[src/rtl/sg_chain_walker.sv]
module sg_chain_walker #(
  parameter int IDX_W    = 16,
  parameter int XFER_ERR = 8'h0B
) (
  input  logic             clk,
  input  logic             rst_n,
  input  logic             start,
  input  logic [63:0]      first_addr,
  output logic             busy,
  output logic             mem_req,
  output logic [63:0]      mem_addr,
  input  logic             mem_rvalid,
  input  logic [31:0]      mem_rdata,
  input  logic             mem_rerr,
  output logic             job_valid,
  output logic [63:0]      job_src,
  output logic [63:0]      job_dst,
  output logic [15:0]      job_len,
  output logic [7:0]       job_op,
  output logic [7:0]       job_param,
  input  logic             job_done,
  input  logic [7:0]       job_code,
  output logic             desc_irq,
  output logic             chain_done,
  output logic             chain_err,
  output logic [7:0]       err_code,
  output logic [IDX_W-1:0] err_index
);
  localparam int NWORDS = 8;
  localparam int WC_W   = $clog2(NWORDS);
  localparam int ALIGN  = $clog2(NWORDS * 4);

  typedef enum logic [1:0] {S_IDLE, S_FETCH, S_EXEC} st_t;

  st_t              st;
  logic [63:0]      base;
  logic [WC_W-1:0]  wcnt;
  logic [31:0]      dw [NWORDS];
  logic [IDX_W-1:0] idx;
  logic [63:0]      nxt;

  assign nxt       = {dw[6], dw[5]};
  assign busy      = (st != S_IDLE);
  assign mem_req   = (st == S_FETCH);
  assign job_valid = (st == S_EXEC);
  assign mem_addr  = base + 64'({wcnt, 2'b00});
  assign job_src   = {dw[1], dw[0]};
  assign job_dst   = {dw[3], dw[2]};
  assign job_len   = dw[4][15:0];
  assign job_op    = dw[4][23:16];
  assign job_param = dw[4][31:24];

  always_ff @(posedge clk or negedge rst_n) begin
    if (!rst_n) begin
      st         <= S_IDLE;
      base       <= '0;
      wcnt       <= '0;
      idx        <= '0;
      desc_irq   <= 1'b0;
      chain_done <= 1'b0;
      chain_err  <= 1'b0;
      err_code   <= '0;
      err_index  <= '0;
      for (int i = 0; i < NWORDS; i++) dw[i] <= '0;
    end else begin
      desc_irq   <= 1'b0;
      chain_done <= 1'b0;
      chain_err  <= 1'b0;
      case (st)
        S_IDLE: if (start) begin
          idx       <= '0;
          err_code  <= '0;
          err_index <= '0;
          base      <= first_addr;
          wcnt      <= '0;
          if (first_addr[ALIGN-1:0] != '0) begin
            chain_err <= 1'b1;
            err_code  <= 8'(XFER_ERR);
          end else begin
            st <= S_FETCH;
          end
        end
        S_FETCH: if (mem_rvalid) begin
          if (mem_rerr) begin
            chain_err <= 1'b1;
            err_code  <= 8'(XFER_ERR);
            err_index <= idx;
            st        <= S_IDLE;
          end else begin
            dw[wcnt] <= mem_rdata;
            wcnt     <= wcnt + 1'b1;
            if (wcnt == WC_W'(NWORDS - 1)) st <= S_EXEC;
          end
        end
        S_EXEC: if (job_done) begin
          if (job_code != '0) begin
            chain_err <= 1'b1;
            err_code  <= job_code;
            err_index <= idx;
            st        <= S_IDLE;
          end else begin
            desc_irq <= dw[7][0];
            if (dw[7][1]) begin
              chain_done <= 1'b1;
              st         <= S_IDLE;
            end else if (nxt[ALIGN-1:0] != '0) begin
              chain_err <= 1'b1;
              err_code  <= 8'(XFER_ERR);
              err_index <= idx + 1'b1;
              st        <= S_IDLE;
            end else begin
              base <= nxt;
              idx  <= idx + 1'b1;
              wcnt <= '0;
              st   <= S_FETCH;
            end
          end
        end
        default: st <= S_IDLE;
      endcase
    end
  end
endmodule

[config.mk]
export PLATFORM = sky130hd
export DESIGN_NAME = sg_chain_walker
export DESIGN_NICKNAME = d
export VERILOG_FILES = /design/src/rtl/sg_chain_walker.sv
export SDC_FILE = /design/constraint.sdc
export NUM_CORES = 1
export LEC_CHECK = 0
export ABC_AREA = 1
export CELL_PAD_IN_SITES_DETAIL_PLACEMENT = 1
export CELL_PAD_IN_SITES_GLOBAL_PLACEMENT = 1
export CORE_ASPECT_RATIO = 0.9
export CORE_MARGIN = 2
export CORE_UTILIZATION = 32
export CTS_CLUSTER_DIAMETER = 50
export DETAILED_ROUTE_END_ITERATION = 6
export GPL_ROUTABILITY_DRIVEN = 0
export PLACE_DENSITY = 0.72
export SYNTH_ARGS = -nofsm -noshare
export SYNTH_HDL_FRONTEND = slang
export SYNTH_SLANG_ARGS = --single-unit
[constraint.sdc]
create_clock -name clk -period 2.6 [get_ports clk]
set_clock_uncertainty 0.05 [all_clocks]
set_input_delay 0.52 -clock clk [delete_from_list [all_inputs] [get_ports clk]]
set_output_delay 0.52 -clock clk [all_outputs]
set_load 0.05 [all_outputs]
==> results.cfg, run 1 <==
[status]
status = complete, but fails checks
failed_checks = setup timing

[sta]
worst_slew_pin_slew_ns = 0.6043
report.final.slew_viol_count = 0
final_hold_viol_count = 0
rsz0062_at_grt = true
timing.fmax_mhz = 304.8
slew_headroom_pct = 59.67
finalSetupTns_ns = -30.04
period_minus_slack_ns = 3.281
finalWorstSetupSlack_ns = -0.6810
finalSetupViolCount = 60
period_share_pct = 126.2

[synth]
ys_types = 39
syn-num-nets = 2236
ys_seq_elements = 338
synth_area_leaders = dfrtp_1 48%, nand2_1 10%, buf_4 7.2%
postSynthAreaPerCell_sq_um = 8.330
yosysSeqAreaShare_pct = 48.01
yosysWarnings = 0
synth_area_leader_cell = dfrtp_1
syn-instance-count = 2115
synth_area_sq_mm = 0.01762
netlist.area_leader.share_pct = 48.01

[cts]
clock_sinks = 338
clockBufferDepth = 3
root_buffer = clkbuf_16
cts_buffers = 46
cts.htree.levels = 2
cts.clk_slew.worst_paths_ns = 0.06
cts_tree = built
worstSkewPairLatency_ns = 0.57

[power_and_ir_drop]
switching_power_mw = 15.10
vdd_drop_max_v = 0.0007693
switching_share_pct = 46.53
p_int_mw = 17.35
powerDensity_mw_per_mm2 = 1293
leakagePower_nw = 11.12
p_clk_share_pct = 20.2
power_frac_comb_pct = 53.8
seq_power_share_pct = 26.0

[setup_path]
cp.arrival_ns = 2.71
crit_path_start_kind = register
required_ns = 2.03
crit_path_end_kind = output pin
crit_fanout = 4
worst-setup-path-type = register to output pin

[place]
portBuffers = 363
hpwl_mm = 48.76

[job]
cap_viol_max_count = 0

[floorplanning]
io_pins = 364
rows = 81
core_area_sq_mm = 0.05442
dieWidth_microns = 251.3
die_area_sq_mm = 0.05695
initial_core_util_pct = 32.37
die_y_microns = 226.6

[global_route]
grt_max_degree = 71
globalRouteOverflowTotal = 0
grt_pass1_wl_mm = 99.93
grt_pass1_vias = 16590
antenna_found_initial = 9
grt_usage_pct = 22.92

[route]
vias = 15640
wl_per_cell_microns = 21.06
via_per_inst = 4.953
drtPass1Iterations = 5
route.detailed.drc = 0
wl_mm = 66.50
ant_nets = 0
dr.first_iter.drc_count = 1035

[final_layout]
final_common_cell = nand2_1
fin_util_pct = 46.13
area_growth_pct = 42.52
num-nets-final = 2531
drive_above_1_share_pct = 19.71
final_cell_mix = 425 x nand2_1, 321 x dfrtp_1, 297 x clkdlybuf4s50_1, 291 x nor2_1, 177 x a21oi_1

[hold_path]
hp-class = input pin to async pin
## metrics by stage
| step | cell area (sq um) | std cells | hold slack [ns] | setup slack, ns | total power, mW |
|---|---|---|---|---|---|
| floorplan | 18100 | 2115 | 0.1744 | -0.2117 | 19.60 |
| global placement | 22390 | 3040 | 0.4145 | -0.01852 | 24.72 |
| detailed placement | 22390 | 3040 | 0.4189 | -0.07758 | 25.09 |
| CTS | 24760 | 3141 | 0.4360 | -0.6676 | 32.43 |
| global route | 25110 | 3157 | 0.4603 | -0.7704 | 33.97 |
| finish | 25110 | 3157 | 0.4284 | -0.6810 | 32.45 |
## what timing repair did
action	CTS	global route
hold buffers	1	0
pin swaps	43	46
resized for setup	151	63
endpoints found under the setup margin	61	60
hold endpoints to repair	52	0
buffers inserted	20	16
## synth_stat cells (all sizes together)
master / number
a21oi: 196
a31oi: 1
and2: 1
buf: 221
clkbuf: 16
dfrtp: 338
fa: 1
ha: 10
inv: 157
mux2i: 62
nand2: 479
nand3: 72
nand3b: 6
nand4: 30
nor2: 326
nor3: 25
nor3b: 1
nor4: 1
o211ai: 1
o21ai: 133
o21bai: 1
or2: 1
xnor2: 9
xor2: 27
## power groups by stage
stage               registers, mW  logic [mW]  clock network [mW]
floorplan                    8.10        11.5                   0
global placement             8.23        16.5                   0
detailed placement           8.34        16.7                   0
CTS                          8.39        17.3                6.72
global route                 8.62        18.4                6.94
finish                       8.43        17.5                6.56
## routing by layer
layer  vias up  share of wire, %  track usage (%)
met5         -             0.051                0
met4         6               2.9            7.296
met3       130               5.9            5.131
met2       440                48            37.81
met1      7844                43            29.99
li1       7217                 -                -
## cell families after synthesis
group           synth area share [%]
compound gates                 10.02
xor+xnor                       1.790
fa+ha+maj                     0.8239
buf+inv                        13.32
flops                          48.01
mux                            3.523
simple gates                   22.51
## cell type report
type	instances	area [sq um]
inverter	157	608.1
clock inverter	29	336.6
antenna	6	15.01
clock buffer	55	1256
tap	705	882.1
multi-input combinational	1383	8039
fill	6170	29320
sequential	338	8479
timing repair buffer	484	5492
## final timing paths
kind / start / to / slack [ns] / cells past startpoint
setup / recovery: wcnt[0] / mem_addr[36] / -0.68 / 11
hold reg to reg: err_code[1] / err_code[1] / 0.43 / 2
setup reg to reg: st[1] / err_code[3] / 0.38 / 10
max in group asynchronous: rst_n / base[25] / 1.25 / 3
hold / removal: rst_n / job_dst[39] / 0.43 / 2
min in group clk: err_code[1] / err_code[1] / 0.43 / 2
## sequential cells by signal, summed over array words and instances (netlist names), 8 cells and up
| name | count |
|---|---|
| job_op | 8 |
| err_code | 8 |
| base | 64 |
| job_param | 8 |
| job_src | 64 |
| job_len | 16 |
| dw | 66 |
| idx | 16 |
| job_dst | 64 |
| err_index | 16 |
## worst max-delay path: stages (launching register included)
cell and delay [ns]:
dfrtp_1 0.36, ha_2 0.20, inv_2 0.05, fa_2 0.37
o21ai_4 0.25, nand3b_1 0.27, nor2_4 0.20, nand2_1 0.08
nand2_1 0.10, nand2_2 0.07, clkinvlp_4 0.08, buf_12 0.13
Power figures use the tool's default switching activity.
==> run 2, diff against run 1 <==
--- a/config.mk
+++ b/config.mk
@@ -14,7 +14,7 @@
 export CTS_CLUSTER_DIAMETER = 50
 export DETAILED_ROUTE_END_ITERATION = 6
 export GPL_ROUTABILITY_DRIVEN = 0
-export PLACE_DENSITY = 0.72
+export PLACE_DENSITY = 0.8
 export SYNTH_ARGS = -nofsm -noshare
 export SYNTH_HDL_FRONTEND = slang
 export SYNTH_SLANG_ARGS = --single-unit
==> results.cfg, run 2 (same netlist as run 1, synthesis figures left out) <==
[final_layout]
drive_above_1_share_pct = 20.12
area_growth_pct = 42.57
seqCellArea_sq_mm = 0.008479
regMostFlops = dw
post_layout_nonfiller_instances = 3157
final_common_cell = nand2_1
fin_util_pct = 46.15
fillerInstances = 6102
num-nets-final = 2531
multiInputGateArea_sq_mm = 0.008051
largest_register_ffs = 66
final_cell_mix = 419 x nand2_1, 321 x dfrtp_1, 297 x clkdlybuf4s50_1, 288 x nor2_1, 177 x a21oi_1

[route]
dr.first_iter.drc_count = 999
ant_nets = 0
drtPass1Iterations = 5
wl_per_cell_microns = 22.07
vias = 16100
wl_mm = 69.66
via_per_inst = 5.099
route.detailed.drc = 0

[global_route]
globalRouteOverflowTotal = 0
grt_usage_pct = 23.49
grt_pass1_vias = 17190
antenna_found_initial = 10
grt_max_degree = 145
grt_pass1_wl_mm = 102.7

[sta]
finalWorstSetupSlack_ns = -0.7482
period_share_pct = 128.8
rsz0062_at_grt = true
timing.fmax_mhz = 298.7
finalSetupViolCount = 60
report.final.slew_viol_count = 0
period_minus_slack_ns = 3.348
final_hold_viol_count = 0
slew_headroom_pct = 53.27
worst_slew_pin_slew_ns = 0.7010

[setup_path]
crit_fanout = 4
crit_path_start_kind = register
required_ns = 2.03
critPathSlowestCell = dfrtp_1
worst-path-buf-inv = 3
cp.arrival_ns = 2.78
crit_path_end_kind = output pin
path_delay_family = adder cells
cp_slowest_stage_delay_ns = 0.38
worst-setup-path-type = register to output pin
crit_chain = ha_2 > inv_2 > fa_2 > o21ai_4 > nand2_4 > nor3_4 > buf_6 > xor2_4 > buf_12

[floorplanning]
die_y_microns = 226.6
dieWidth_microns = 251.3
rows = 81
io_pins = 364
initial_core_util_pct = 32.37
die_area_sq_mm = 0.05695
core_area_sq_mm = 0.05442

[cts]
cts_buffers = 46
clockBufferDepth = 3
worstSkewPairLatency_ns = 0.57
cts_tree = built
root_buffer = clkbuf_16
clock_sinks = 338
cts.clk_slew.worst_paths_ns = 0.06
cts.htree.levels = 2

[place]
dp_cells = 3032
hpwl_mm = 48.90
portBuffers = 363

[hold_path]
hp-class = register to register

[job]
cap_viol_max_count = 0

[power_and_ir_drop]
powerDensity_mw_per_mm2 = 1295
vdd_drop_max_v = 0.0008729
leakagePower_nw = 11.12

[status]
status = complete, but fails checks
failed_checks = setup timing
[run 2: cell count changes in the layout (fill, tap and decap cells not counted), moves of 3 or more]
| cell | delta |
|---|---|
| nand2_2 | +7 |
| nor2_1 | -3 |
| nand3_2 | +5 |
| inv_8 | +3 |
| clkinv_2 | -9 |
| inv_2 | -4 |
| nor3_1 | -5 |
| buf_6 | +3 |
| nor2_4 | +4 |
| nor3_2 | +5 |
| nand3_1 | -4 |
| nand2_1 | -6 |
[run 2: timing repair]
item	in CTS	in global routing
pin swaps	46	35
hold buffers	1	0
setup buffers	23	18
gates resized for setup	151	73
endpoints found under the setup margin	60	60
hold endpoints to repair	59	0
[run 2: final timing paths]
kind                         start            to  slack, ns  cells past startpoint
min                         dw[39]        dw[39]       0.43                      2
min in group asynchronous    rst_n    job_dst[5]       0.46                      2
max in group asynchronous    rst_n       base[7]       1.24                      3
max reg2reg                  st[0]      base[28]       0.33                      9
min reg2reg                 dw[39]        dw[39]       0.43                      2
max                        base[2]  mem_addr[24]      -0.75                      9
[run 2: where the power goes]
part | leakage, nW | total [mW] | internal, mW | switching (mW)
Clock | 0.767 | 6.56 | 4.01 | 2.55
Sequential | 4.39 | 8.44 | 6.92 | 1.53
Combinational | 5.96 | 17.5 | 6.26 | 11.3
Total | 11.1 | 32.5 | 17.2 | 15.3
[run 2: per-layer routing]
metal | vias up | track usage (%) | routed length [microns]
met2 | 595 | 39.25 | 33510
met5 | - | 0 | 41
met1 | 8081 | 29.62 | 28940
met3 | 186 | 5.315 | 4578
met4 | 6 | 9.178 | 2588
li1 | 7228 | - | -
[run 2: cell type report]
class                   instances  share of cell area, %
flip-flops and latches        338                  33.76
multi-input cells            1383                  32.06
repair buffers                484                  21.85
clock buffers                  58                  5.086
well taps                     705                  3.512
inverters                     157                  2.441
clock inverters                25                  1.225
diodes                          7                0.06974
[run 2: metrics by stage]
| step | hold WS, ns | cell area [sq um] | power [mW] | setup TNS [ns] | setup WS [ns] |
|---|---|---|---|---|---|
| final | 0.4339 | 25120 | 32.52 | -33.65 | -0.7482 |
| after global routing | 0.4613 | 25110 | 33.87 | -38.16 | -0.8588 |
| after CTS | 0.4381 | 24710 | 32.26 | -27.67 | -0.6841 |
| after detailed placement | 0.4221 | 22330 | 24.98 | -0.8398 | -0.08621 |
| after global placement | 0.4148 | 22330 | 24.48 | -0.04183 | -0.02447 |
| after floorplan | 0.1744 | 18100 | 19.60 | -1.733 | -0.2117 |
[run 2: worst reg2reg max path: stages (launching register included)]
cell	delay (ns)
dfrtp_1	0.42
inv_1	0.14
ha_4	0.31
nand2_1	0.15
nand3_1	0.11
nor2_1	0.08
nand3_4	0.07
buf_12	0.38
nand2_1	0.35
o21ai_1	0.13
==> run 3, diff against run 2 <==
--- a/config.mk
+++ b/config.mk
@@ -12,9 +12,11 @@
 export CORE_MARGIN = 2
 export CORE_UTILIZATION = 32
 export CTS_CLUSTER_DIAMETER = 50
+export CTS_CLUSTER_SIZE = 25
 export DETAILED_ROUTE_END_ITERATION = 6
 export GPL_ROUTABILITY_DRIVEN = 0
 export PLACE_DENSITY = 0.8
+export RECOVER_POWER = 25
 export SYNTH_ARGS = -nofsm -noshare
 export SYNTH_HDL_FRONTEND = slang
 export SYNTH_SLANG_ARGS = --single-unit
==> results.cfg, run 3 (same netlist as run 1, synthesis figures left out) <==
[sta]
finalSetupViolCount = 60
period_minus_slack_ns = 3.358
final_hold_viol_count = 0
report.final.slew_viol_count = 67
slew_headroom_pct = -30.63
rsz0062_at_grt = true
worst_slew_pin_slew_ns = 1.959
timing.fmax_mhz = 297.8
finalWorstSetupSlack_ns = -0.7576
period_share_pct = 129.1

[route]
drtPass1Iterations = 5
route.detailed.drc = 0
dr.first_iter.drc_count = 968
ant_nets = 0
vias = 16050
wl_per_cell_microns = 22.27
wl_mm = 70.19
via_per_inst = 5.095

[setup_path]
path_delay_family = adder cells
required_ns = 2.03
worstRegToRegCells = 12
crit_fanout = 4
crit_chain = ha_2 > inv_2 > fa_2 > o21ai_4 > nand2_2 > nor3_4 > buf_4 > xor2_4 > buf_12
r2r_slack_ns = 0.36
critPathSlowestCell = fa_2
worst-path-buf-inv = 3
cp_slowest_stage_delay_ns = 0.39
worst-setup-path-type = register to output pin
crit_path_end_kind = output pin
cp.arrival_ns = 2.79
crit_path_start_kind = register
rr_endpoint = err_code[3]
reg2reg_from = st[1]

[global_route]
antenna_found_initial = 10
grt_max_degree = 145
grt_pass1_vias = 17260
grt_usage_pct = 23.55
grt_pass1_wl_mm = 102.7
globalRouteOverflowTotal = 0

[floorplanning]
rows = 81
io_pins = 364
die_area_sq_mm = 0.05695
initial_core_util_pct = 32.37
core_area_sq_mm = 0.05442
die_y_microns = 226.6
dieWidth_microns = 251.3

[cts]
root_buffer = clkbuf_16
worstSkewPairLatency_ns = 0.57
cts_buffers = 42
clockBufferDepth = 3
cts.clk_slew.worst_paths_ns = 0.08
clock_sinks = 338
cts_tree = built
cts.htree.levels = 2

[final_layout]
final_cell_mix = 411 x nand2_1, 315 x dfrtp_1, 297 x clkdlybuf4s50_1, 284 x nor2_1, 177 x a21oi_1
num-nets-final = 2527
area_growth_pct = 42.28
largest_register_ffs = 66
drive_above_1_share_pct = 20.99
final_common_cell = nand2_1
regMostFlops = dw
fin_area_sq_mm = 0.02507

[place]
hpwl_mm = 48.90
portBuffers = 363
place_area_sq_mm = 0.02233
dp_slack_ns = -0.08621

[hold_path]
min_from = dw[39]
whs_endpoint = dw[39]
hp-class = register to register
holdPathStages = 2

[status]
failed_checks = capacitance limit, slew limit, setup timing
status = complete, but fails checks

[power_and_ir_drop]
leakagePower_nw = 11.05
powerDensity_mw_per_mm2 = 1284
power.total_mw = 32.18
vdd_drop_max_v = 0.0008779

[job]
cap_viol_max_count = 1
-- run 3: worst reg2reg max path, cell delays in order (launching register included) --
cell,delay [ns]
dfrtp_1,0.45
inv_1,0.09
ha_1,0.23
buf_4,0.19
nand2_1,0.07
nand2_1,0.09
nor3b_2,0.27
nand2_1,0.18
buf_4,0.24
nand2_1,0.10
nand2_1,0.05
inv_1,0.05
nand2_1,0.05
-- run 3: repair_timing --
| item | 4_1_cts | 5_1_grt |
|---|---|---|
| hold buffers | 1 | 0 |
| gates resized for setup | 170 | 87 |
| endpoints found under the hold margin | 59 | 0 |
| setup buffers | 24 | 19 |
| endpoints found under the setup margin | 60 | 61 |
| pin swaps | 61 | 54 |
-- run 3: how the worst max path moves through the flow --
stage | depth (start not counted) | slack [ns] | start | endpoint
after floorplan | 9 | -0.21 | wcnt[0] | mem_addr[36]
final | 9 | -0.76 | base[2] | mem_addr[24]
after global placement | 11 | -0.02 | wcnt[0] | mem_addr[60]
after CTS | 10 | -0.71 | wcnt[0] | mem_addr[26]
after global routing | 9 | -0.84 | base[2] | mem_addr[24]
after detailed placement | 11 | -0.09 | base[2] | mem_addr[60]
-- run 3: power by group --
| part | switching [mW] | internal (mW) | total (mW) |
|---|---|---|---|
| logic | 11.3 | 6.31 | 17.6 |
| registers | 1.53 | 6.92 | 8.46 |
| clock network | 2.68 | 3.46 | 6.14 |
| total | 15.5 | 16.7 | 32.2 |
-- run 3: through the flow --
stage / hold slack, ns / setup TNS (ns) / util [%] / instances
3_5_place_dp: 0.4221 / -0.8398 / 41.03 / 3032
4_1_cts: 0.4415 / -28.32 / 45.35 / 3131
6_report: 0.4351 / -34.54 / 46.06 / 3151
2_1_floorplan: 0.1744 / -1.733 / - / 2115
5_1_grt: 0.4639 / -47.17 / 46.06 / 3151
3_3_place_gp: 0.4148 / -0.04183 / 41.03 / 3032
-- run 3: routing by layer --
metal	up-vias	part of all wire (%)	track usage [%]
met4	4	4.1	8.871
met5	-	0.033	0
met3	185	6.7	4.971
li1	7224	-	-
met2	615	48	39.78
met1	8025	41	29.70
-- run 3: final cells by class --
class | instances | area, sq um
Multi-Input combinational cell | 1383 | 8142
Timing Repair Buffer | 484 | 5449
Tap cell | 705 | 882.1
Sequential cell | 338 | 8487
Fill cell | 6076 | 29360
Clock inverter | 30 | 351.6
Clock buffer | 47 | 1121
Inverter | 157 | 615.6
Antenna cell | 7 | 17.52
